[config.mk]
export PLATFORM = sky130hd
export DESIGN_NAME = sq_burst_sram
export DESIGN_NICKNAME = d
export VERILOG_FILES = /design/src/rtl/sq_pkg.sv /design/src/rtl/sq_ecc_enc.sv /design/src/rtl/sq_ecc_dec.sv /design/src/rtl/sq_array.sv /design/src/rtl/sq_rd_pipe.sv /design/src/rtl/sq_burst_sram.sv
export SDC_FILE = /design/constraint.sdc
export NUM_CORES = 1
export LEC_CHECK = 0
export BUFFER_PORTS_ARGS = -buffer_cell sky130_fd_sc_hd__clkbuf_2
export CORE_MARGIN = 2
export CORE_UTILIZATION = 50
export DETAILED_ROUTE_END_ITERATION = 6
export PLACE_DENSITY = 0.74
export SLEW_MARGIN = 20
export SYNTH_ARGS = -nofsm -noshare
export SYNTH_HDL_FRONTEND = slang
export SYNTH_SLANG_ARGS = --single-unit
[constraint.sdc]
create_clock -name clk -period 4.8 [get_ports clk]
set_input_delay 0.96 -clock clk [delete_from_list [all_inputs] [get_ports clk]]
set_output_delay 0.96 -clock clk [all_outputs]
set_load 0.02 [all_outputs]
[src/rtl/sq_pkg.sv]
package sq_pkg;

    localparam int MASK_MAX = 256;

    // Smallest p with 2**p >= k + p + 1 (single-error-correcting Hamming).
    function automatic int chk_bits(input int k);
        for (int p = 1; p < 16; p++) begin
            if ((1 << p) >= k + p + 1) return p;
        end
        return 16;
    endfunction

    // Codeword positions (1-based) whose index has bit j set; bit 0 = position 1.
    function automatic logic [MASK_MAX-1:0] cover_mask(input int j, input int n);
        logic [MASK_MAX-1:0] m;
        m = '0;
        for (int pos = n; pos >= 1; pos--) begin
            m = {m[MASK_MAX-2:0], (((pos >> j) & 1) != 0)};
        end
        return m;
    endfunction

endpackage

[src/rtl/sq_ecc_enc.sv]
module sq_ecc_enc #(
    parameter int K = 32
) (
    input  logic [K-1:0]                          data,
    output logic [K+sq_pkg::chk_bits(K)-1:0]      cw
);
    localparam int P = sq_pkg::chk_bits(K);
    localparam int N = K + P;

    logic [N-1:0] raw;
    logic [P-1:0] par;

    // Data bits fill the non-power-of-two positions in order.
    for (genvar p = 1; p <= N; p++) begin : g_pos
        if ((p & (p - 1)) != 0) begin : g_dat
            assign raw[p-1] = data[p - 1 - $clog2(p + 1)];
            assign cw[p-1]  = raw[p-1];
        end else begin : g_chk
            assign raw[p-1] = 1'b0;
            assign cw[p-1]  = par[$clog2(p)];
        end
    end

    for (genvar j = 0; j < P; j++) begin : g_par
        localparam logic [sq_pkg::MASK_MAX-1:0] MSK = sq_pkg::cover_mask(j, N);
        assign par[j] = ^(raw & MSK[N-1:0]);
    end
endmodule

[src/rtl/sq_ecc_dec.sv]
module sq_ecc_dec #(
    parameter int K = 32
) (
    input  logic [K+sq_pkg::chk_bits(K)-1:0] cw,
    output logic [K-1:0]                     data,
    output logic                             corr
);
    localparam int P = sq_pkg::chk_bits(K);
    localparam int N = K + P;

    logic [P-1:0] syn;
    logic [N-1:0] flip;
    logic [N-1:0] fixed;

    for (genvar j = 0; j < P; j++) begin : g_syn
        localparam logic [sq_pkg::MASK_MAX-1:0] MSK = sq_pkg::cover_mask(j, N);
        assign syn[j] = ^(cw & MSK[N-1:0]);
    end

    always_comb begin
        flip = '0;
        if (syn != '0) flip = N'(1) << (syn - P'(1));
        fixed = cw ^ flip;
        corr  = (syn != '0);
    end

    for (genvar p = 1; p <= N; p++) begin : g_ext
        if ((p & (p - 1)) != 0) begin : g_dat
            assign data[p - 1 - $clog2(p + 1)] = fixed[p-1];
        end
    end
endmodule

[src/rtl/sq_array.sv]
module sq_array #(
    parameter int ADDR_W = 4,
    parameter int CW_W   = 38,
    parameter int POS_W  = 6
) (
    input  logic              clk,
    input  logic              rst_n,
    input  logic              wr_cmd,
    input  logic              rd_cmd,
    input  logic [ADDR_W-1:0] addr,
    input  logic [CW_W-1:0]   wr_cw,
    input  logic              inj_en,
    input  logic [POS_W-1:0]  inj_pos,
    output logic              s1_vld,
    output logic [CW_W-1:0]   s1_cw
);
    localparam int WORDS = 1 << ADDR_W;

    typedef struct packed {
        logic              pend_vld;
        logic [ADDR_W-1:0] pend_addr;
        logic [CW_W-1:0]   pend_cw;
        logic              s1_vld;
        logic [CW_W-1:0]   s1_cw;
    } st_t;

    st_t st_d, st_q;
    logic [CW_W-1:0] mem [WORDS];
    logic [CW_W-1:0] inj_mask;
    logic            fwd_hit;

    always_comb begin
        inj_mask = '0;
        if (inj_en && (32'(inj_pos) < CW_W)) inj_mask = CW_W'(1) << inj_pos;
        fwd_hit = st_q.pend_vld && (st_q.pend_addr == addr);

        st_d = st_q;
        // staging register: one write waits here for one cycle
        st_d.pend_vld = wr_cmd;
        if (wr_cmd) begin
            st_d.pend_addr = addr;
            st_d.pend_cw   = wr_cw ^ inj_mask;
        end
        // first read stage: array fetch, newest staged write wins
        st_d.s1_vld = rd_cmd;
        st_d.s1_cw  = '0;
        if (rd_cmd) st_d.s1_cw = fwd_hit ? st_q.pend_cw : mem[addr];
    end

    always_ff @(posedge clk) begin
        if (!rst_n) st_q <= '0;
        else        st_q <= st_d;
    end

    always_ff @(posedge clk) begin
        if (!rst_n) begin
            for (int i = 0; i < WORDS; i++) mem[i] <= '0;
        end else if (st_q.pend_vld) begin
            mem[st_q.pend_addr] <= st_q.pend_cw;
        end
    end

    assign s1_vld = st_q.s1_vld;
    assign s1_cw  = st_q.s1_cw;

    // a sampled write occupies the staging register in the next cycle
    assert_write_staged_R5: assert property (@(posedge clk) disable iff (!rst_n)
        wr_cmd |=> (st_q.pend_vld && st_q.pend_addr == $past(addr)));
endmodule

[src/rtl/sq_rd_pipe.sv]
module sq_rd_pipe #(
    parameter int K     = 32,
    parameter int DEPTH = 4
) (
    input  logic         clk,
    input  logic         rst_n,
    input  logic         vld_in,
    input  logic [K-1:0] data_in,
    input  logic         corr_in,
    output logic         vld_out,
    output logic [K-1:0] data_out,
    output logic         corr_out
);
    typedef struct packed {
        logic         vld;
        logic         corr;
        logic [K-1:0] data;
    } stg_t;

    stg_t [DEPTH-1:0] pipe_d, pipe_q;
    stg_t             head;

    always_comb begin
        head.vld  = vld_in;
        head.corr = corr_in & vld_in;
        head.data = data_in & {K{vld_in}};
        pipe_d    = {pipe_q[DEPTH-2:0], head};
    end

    always_ff @(posedge clk) begin
        if (!rst_n) pipe_q <= '0;
        else        pipe_q <= pipe_d;
    end

    assign vld_out  = pipe_q[DEPTH-1].vld;
    assign corr_out = pipe_q[DEPTH-1].corr;
    assign data_out = pipe_q[DEPTH-1].data;
endmodule

[src/rtl/sq_burst_sram.sv]
module sq_burst_sram #(
    parameter  int DATA_W  = 8,
    parameter  int ADDR_W  = 4,
    parameter  int RD_LAT  = 5,
    localparam int BURST_W = 4 * DATA_W,
    localparam int CHK_W   = sq_pkg::chk_bits(BURST_W),
    localparam int CW_W    = BURST_W + CHK_W,
    localparam int POS_W   = $clog2(CW_W + 1)
) (
    input  logic               clk,
    input  logic               rst_n,
    input  logic               rd_en,
    input  logic               wr_en,
    input  logic [ADDR_W-1:0]  addr,
    input  logic [BURST_W-1:0] wr_data,
    input  logic               inj_en,
    input  logic [POS_W-1:0]   inj_pos,
    output logic [BURST_W-1:0] rd_data,
    output logic               rd_valid,
    output logic               rd_corrected
);
    localparam int PIPE_D = RD_LAT - 1;
    localparam int CYC_W  = $clog2(RD_LAT + 1);

    logic               wr_cmd, rd_cmd;
    logic [CW_W-1:0]    wr_cw, s1_cw;
    logic               s1_vld;
    logic [BURST_W-1:0] dec_data;
    logic               dec_corr;

    assign wr_cmd = wr_en;
    assign rd_cmd = rd_en & ~wr_en;

    sq_ecc_enc #(.K(BURST_W)) u_enc (
        .data (wr_data),
        .cw   (wr_cw)
    );

    sq_array #(.ADDR_W(ADDR_W), .CW_W(CW_W), .POS_W(POS_W)) u_array (
        .clk     (clk),
        .rst_n   (rst_n),
        .wr_cmd  (wr_cmd),
        .rd_cmd  (rd_cmd),
        .addr    (addr),
        .wr_cw   (wr_cw),
        .inj_en  (inj_en),
        .inj_pos (inj_pos),
        .s1_vld  (s1_vld),
        .s1_cw   (s1_cw)
    );

    sq_ecc_dec #(.K(BURST_W)) u_dec (
        .cw   (s1_cw),
        .data (dec_data),
        .corr (dec_corr)
    );

    sq_rd_pipe #(.K(BURST_W), .DEPTH(PIPE_D)) u_pipe (
        .clk      (clk),
        .rst_n    (rst_n),
        .vld_in   (s1_vld),
        .data_in  (dec_data),
        .corr_in  (dec_corr),
        .vld_out  (rd_valid),
        .data_out (rd_data),
        .corr_out (rd_corrected)
    );

    // cycles since reset, saturating; gates the latency check below
    logic [CYC_W-1:0] cyc_q;
    always_ff @(posedge clk) begin
        if (!rst_n)                       cyc_q <= '0;
        else if (cyc_q != CYC_W'(RD_LAT)) cyc_q <= cyc_q + CYC_W'(1);
    end

    initial assert (RD_LAT >= 3) else $error("RD_LAT below 3");

    assert_valid_from_read_R2: assert property (@(posedge clk) disable iff (!rst_n)
        rd_valid |-> $past(rd_cmd, RD_LAT));

    assert_read_gives_valid_R2: assert property (@(posedge clk) disable iff (!rst_n)
        (cyc_q == CYC_W'(RD_LAT) && $past(rd_cmd, RD_LAT)) |-> rd_valid);

    assert_corr_only_valid_R7: assert property (@(posedge clk) disable iff (!rst_n)
        rd_corrected |-> rd_valid);

    assert_idle_quiet_R9: assert property (@(posedge clk) disable iff (!rst_n)
        !rd_valid |-> (rd_data == '0 && !rd_corrected));
endmodule

== Word-level counts from Yosys, hierarchy flattened ==
Memory sizes are Yosys's and may differ from the RTL's. A register that Yosys moved wholly into a read port is not among the register bits.
Index checks and enable logic that the tools add are counted.

* Magnitude comparators: 1
* Reduce and logical (&&, ||, !) cells: 17
* Bitwise gates (word level): 6
* Add/subtract/negate cells: 1
* Shift operators: 2
* Muxes and demuxes: 9

{| class="wikitable"
|+ Operators by type and width
! operator !! count
|-
| XOR reduction 38 bit || 12
|-
| 2-to-1 mux 38 bit || 3
|-
| left shift 1 x 6 -> 38 bit (first input constant) || 2
|-
| bitwise XOR 38 bit || 2
|-
| OR reduction 38 bit || 1
|-
| AND 32 bit || 1
|-
| less-than comparator 6 bit (second input constant) || 1
|-
| nonzero test 6 bit || 1
|-
| subtractor 6 x 1 -> 6 bit (second input constant) || 1
|-
| 2-to-1 mux 1 bit || 5
|-
| 2-to-1 mux 4 bit || 1
|-
| AND 1 bit || 2
|-
| AND reduction 2 bit || 1
|-
| logical AND 1 bit || 1
|-
| zero test 1 bit || 1
|-
| inverter 1 bit || 1
|}

* Register bits after elaboration: 180
* Memories kept: 1
* Output and inout bits: 34
* Word-level logic and storage cells: 53
* Bits of input ports: 47
* RAM bits: 608

{| class="wikitable"
|+ Memory list
! name !! depth !! width !! rd ports !! clocked after Yosys merged registers in !! write ports !! line !! source
|-
| u_array.mem || 16 || 38 || 1 || 1 || 16 || sq_array.sv:28 || <nowiki>logic [CW_W-1:0] mem [WORDS];</nowiki>
|}

== Longest topological paths before layout ==
* Word-level depth: 6
* Mapped depth: 9
* Gate-level depth less buffers: 6

== Cells and area by module ==
Synthesis repeated with hierarchy kept, for this count alone.

* Cells, all modules: 2,563
* Area, all modules: 36,541.3 um^2

{| class="wikitable"
|+ By module, submodules not included
! module !! seq. area each (um^2) !! area an instance (um^2) !! times used !! cells an instance
|-
| sq_array || 19,899.1 || 30,778.3 || 1 || 2,052
|-
| sq_rd_pipe || 2,722.6 || 3,698.5 || 1 || 290
|-
| sq_ecc_dec || 0.0 || 1,201.2 || 1 || 146
|-
| sq_ecc_enc || 0.0 || 849.6 || 1 || 74
|-
| sq_burst_sram || 0.0 || 13.8 || 1 || 1
|}

== Worst setup path after synthesis ==
Ideal clock, no wire load.

* Path kind: input to register
* From: input rst_n
* To: memory u_array.mem[12][0], enable pin
* Cell stages on the path: 5
* Path buffers: 2
* Arrival: 4.524 ns
* Required time: 4.314 ns
* Slack: -0.210 ns
* Path through: clkbuf_1 nand2_1 or3_1 clkbuf_1 o21ai_0

{| class="wikitable"
|+ RTL lines
! item !! line !! source
|-
| from (decl) || sq_burst_sram.sv:11 || <nowiki>input logic rst_n,</nowiki>
|-
| to (decl) || sq_array.sv:28 ||
|}

== Worst setup path in the final report ==
* From: register u_array.s1_cw[6] (netlist name)
* To: register u_pipe.pipe_q (netlist bit u_pipe.pipe_d[51])

* Longest elaborated chain between the ends: 6
* Elaborated cells on any way between the ends: 9
* Those cells by class: add/sub: 1; shift: 1; mux: 1; bitwise: 2; reduce/logical: 4

{| class="wikitable"
|+ Ends and longest elaborated chain
! item !! line !! source
|-
| XOR reduction 38 bit || sq_ecc_dec.sv:17 || <nowiki>assign syn[j] = ^(cw & MSK[N-1:0]);</nowiki>
|-
| subtractor 6 x 1 -> 6 bit || sq_ecc_dec.sv:22 || <nowiki>if (syn != '0) flip = N'(1) << (syn - P'(1));</nowiki>
|-
| left shift 1 x 6 -> 38 bit || sq_ecc_dec.sv:22 ||
|-
| 2-to-1 mux 38 bit (*) || sq_ecc_dec.sv:22 ||
|-
| bitwise XOR 38 bit (*) || sq_ecc_dec.sv:23 || <nowiki>fixed = cw ^ flip;</nowiki>
|-
| AND 32 bit (*) || sq_rd_pipe.sv:26 || <nowiki>head.data = data_in & {K{vld_in}};</nowiki>
|-
| to (signal assigned) || sq_rd_pipe.sv:32 || <nowiki>else pipe_q <= pipe_d;</nowiki>
|-
| to (decl) || sq_rd_pipe.sv:20 || <nowiki>stg_t [DEPTH-1:0] pipe_d, pipe_q;</nowiki>
|}

Every way passes the cells marked *; elsewhere a longest branch is shown, timed or not.
A chain may end at the register's enable or synchronous reset.

==> qor.yml <==
critical_path:
  cp_max_fo: 35
  crit_path_cell_trace: "xnor3_1, xnor2_2, xnor3_2, xnor2_4, or4_1, a21oi_1"
  cp-start-kind: "flop"
  slowest_delay_ns: 0.60
  slowest_stage: "or4_1"
  ff2ff_setup_slack_ns: 1.46
  arrival_ns: 3.84
  path_class: "flop to flop"
  end_kind: "flop"
  worstPathRequired_ns: 5.30
timing:
  period_needed_ns: 3.34
  report.final.slew_viol_count: 0
  worstMarginPinSlew_ns: 1.15
  rsz0062_at_grt: "false"
  finalSetupViolCount: 0
  setup_tns_ns: 0
  fmax_mhz: 299
  timing.slew.headroom: 0.232
  holdWs_ns: 0.423
  fin_crit_sh: 0.697
  finalClockSkew_ns: 0.0323
  hold_violations: 0
yosys:
  synth_area_leaders: "edfxtp_1, dfxtp_1, and2_1, mux4_2, xnor2_1"
  synthTopCellsByCount: "and2_1, edfxtp_1, dfxtp_1"
  yosysSeqAreaShare: 0.632
  ys.flop_type: "edfxtp_1"
  synth_top_area_cell: "edfxtp_1"
  yosysMostFrequentCell: "and2_1"
  synth_top_area_share: 0.510
  async_reset_ff_frac: 0
  synth_area_um2: 35800
  synth_cell_types: 45
  synth_seq_cells: 826
  syn-num-nets: 2592
  synth_edf_count: 608
  synth_area_per_cell_um2: 14.1
  synth_cells: 2545
  yosysWarnings: 0
clock_network:
  cts_tree: "yes"
  clockBufferDepth: 3
  cts_setup_buffers: 0
  ctsResizeCount: 0
  clk_pin_slew_ns: 0.06
  clkSinkCount: 826
  cts_hold_buffers: 0
  cts-htree-levels: 3
  cts_made_buffers: 85
  insertion_delay_ns: 0.65
  cts_root_buffer: "clkbuf_16"
cells_and_area:
  final_cells: 3581
  drive_above_1_share: 0.177
  final.fill_count: 5521
  area_delta_synth_final_pct: 12.5
  num-nets-final: 2604
detailed_routing:
  drtIter0Drc: 2462
  wl_per_cell_um: 26.2
  ant_nets: 0
  routed_via_density: 6.01
  wl_um: 93900
  via_count: 21500
  first_pass_iters: 7
  route.detailed.drc: 0
floorplan:
  dieArea_um2: 73800
  die_h_um: 272
  fp-row-count: 98
  top_level_ports: 81
  core_um2: 71200
  start_util: 0.503
  die-width_um: 272
run:
  maxCapViolations: 0
grt:
  grt_pass1_vias: 21800
  grt_start_max_net_pins: 109
  grt_overflow: 0
  antenna_found_initial: 1
  grt_pass1_wl_um: 139000
  grt_usage: 0.255
hold_path:
  hp-class: "flop to flop"
placement:
  place_congestion: 0.932
  hpwl_um: 57900
  io_buffers: 80
  dp.cells: 3417
pwr:
  ir_drop_uv: 259
  powerDensity_nw_per_um2: 402
  p_leak_nw: 14.5
run_status:
  run_status: "finished, final reports clean"
[path summary, 6_finish.rpt]
kind / endpoint / depth (start not counted) / start
worst max-delay path: u_pipe.pipe_d[51]$_SDFF_PN0_ / 6 / u_array.s1_cw[6]$_SDFF_PN0_
worst min-delay path: u_pipe.data_out[15]$_SDFF_PN0_ / 1 / u_pipe.pipe_d[117]$_SDFF_PN0_
worst max register to register: u_pipe.pipe_d[51]$_SDFF_PN0_ / 6 / u_array.s1_cw[6]$_SDFF_PN0_
worst min register to register: u_pipe.data_out[15]$_SDFF_PN0_ / 1 / u_pipe.pipe_d[117]$_SDFF_PN0_
[per-layer routing]
layer	GRT usage	wire length (um)	vias up
met5	0	0	-
met4	0.0886	2960	0
met3	0.0800	11400	173
met2	0.398	43400	1195
met1	0.338	36200	10900
li1	-	-	9272
[critical path, delay by kind of cell, from the launching register on]
| kind | cells | cell delay [ns] |
|---|---|---|
| AO/OA/AOI/OAI | 1 | 0.34 |
| flip-flops | 1 | 0.59 |
| XOR/XNOR | 4 | 1.66 |
| AND/OR/NAND/NOR | 1 | 0.60 |
[power by group]
part	switching (mW)	internal (mW)
logic	0.904	0.553
clock network	2.82	3.78
registers	0.237	7.88
total	3.96	12.2
[stage by stage]
step	setup slack, ns	instance area [um2]	util	power (mW)
after floorplan	-0.210	35800	-	9.18
after global placement	1.27	37400	0.525	9.62
after detailed placement	1.16	37400	0.525	9.67
after CTS	1.28	40200	0.564	16.2
after global routing	1.43	40300	0.566	16.6
final	1.46	40300	0.566	16.2
[flip-flops by register name (all words and copies together) (netlist names)]
register,flops
u_array.s1_cw,38
u_pipe.data_out,32
u_array.mem,608
u_pipe.corr_out,1
u_pipe.pipe_d,102
u_array.st_q,43
u_pipe.vld_out,1
u_array.s1_vld,1
[cells in the final DEF, fill, tap and decap left out, types with 31 or more instances in the layout]
cell / synthesis / routed
a21oi_1: 107 / 107
buf_4: 0 / 46
or4_1: 31 / 31
a22oi_1: 76 / 76
o31ai_1: 31 / 31
dfxtp_1: 218 / 218
and2_1: 696 / 695
edfxtp_1: 608 / 608
nor2_1: 100 / 87
clkbuf_2: 0 / 76
clkbuf_16: 0 / 85
xnor2_1: 82 / 81
mux4_2: 152 / 152
xor2_1: 32 / 31
[area by class of cell]
| class | instances | area [um2] | area share |
|---|---|---|---|
| multi-input cells | 1503 | 12700 | 0.315 |
| repair buffers | 135 | 972 | 0.0241 |
| clock buffers | 123 | 2400 | 0.0595 |
| diodes | 3 | 7.51 | 0.000186 |
| inverters | 6 | 22.5 | 0.000559 |
| flip-flops and latches | 826 | 22600 | 0.561 |
| well taps | 950 | 1190 | 0.0295 |
| clock inverters | 35 | 390 | 0.00969 |
[kinds of logic (layout without fill, tap and decap cells)]
| kind of cell | Yosys count | after routing | synth area share |
|---|---|---|---|
| AND/OR/NAND/NOR | 929 | 929 | 0.154 |
| flip-flops | 826 | 826 | 0.632 |
| AO/OA/AOI/OAI | 273 | 273 | 0.0487 |
| buffers and inverters | 216 | 299 | 0.0232 |
| multiplexers | 160 | 160 | 0.0978 |
| XOR/XNOR | 141 | 141 | 0.0444 |
| other | 0 | 3 | 0 |
Note: power is estimated with default switching activity, not from simulation.
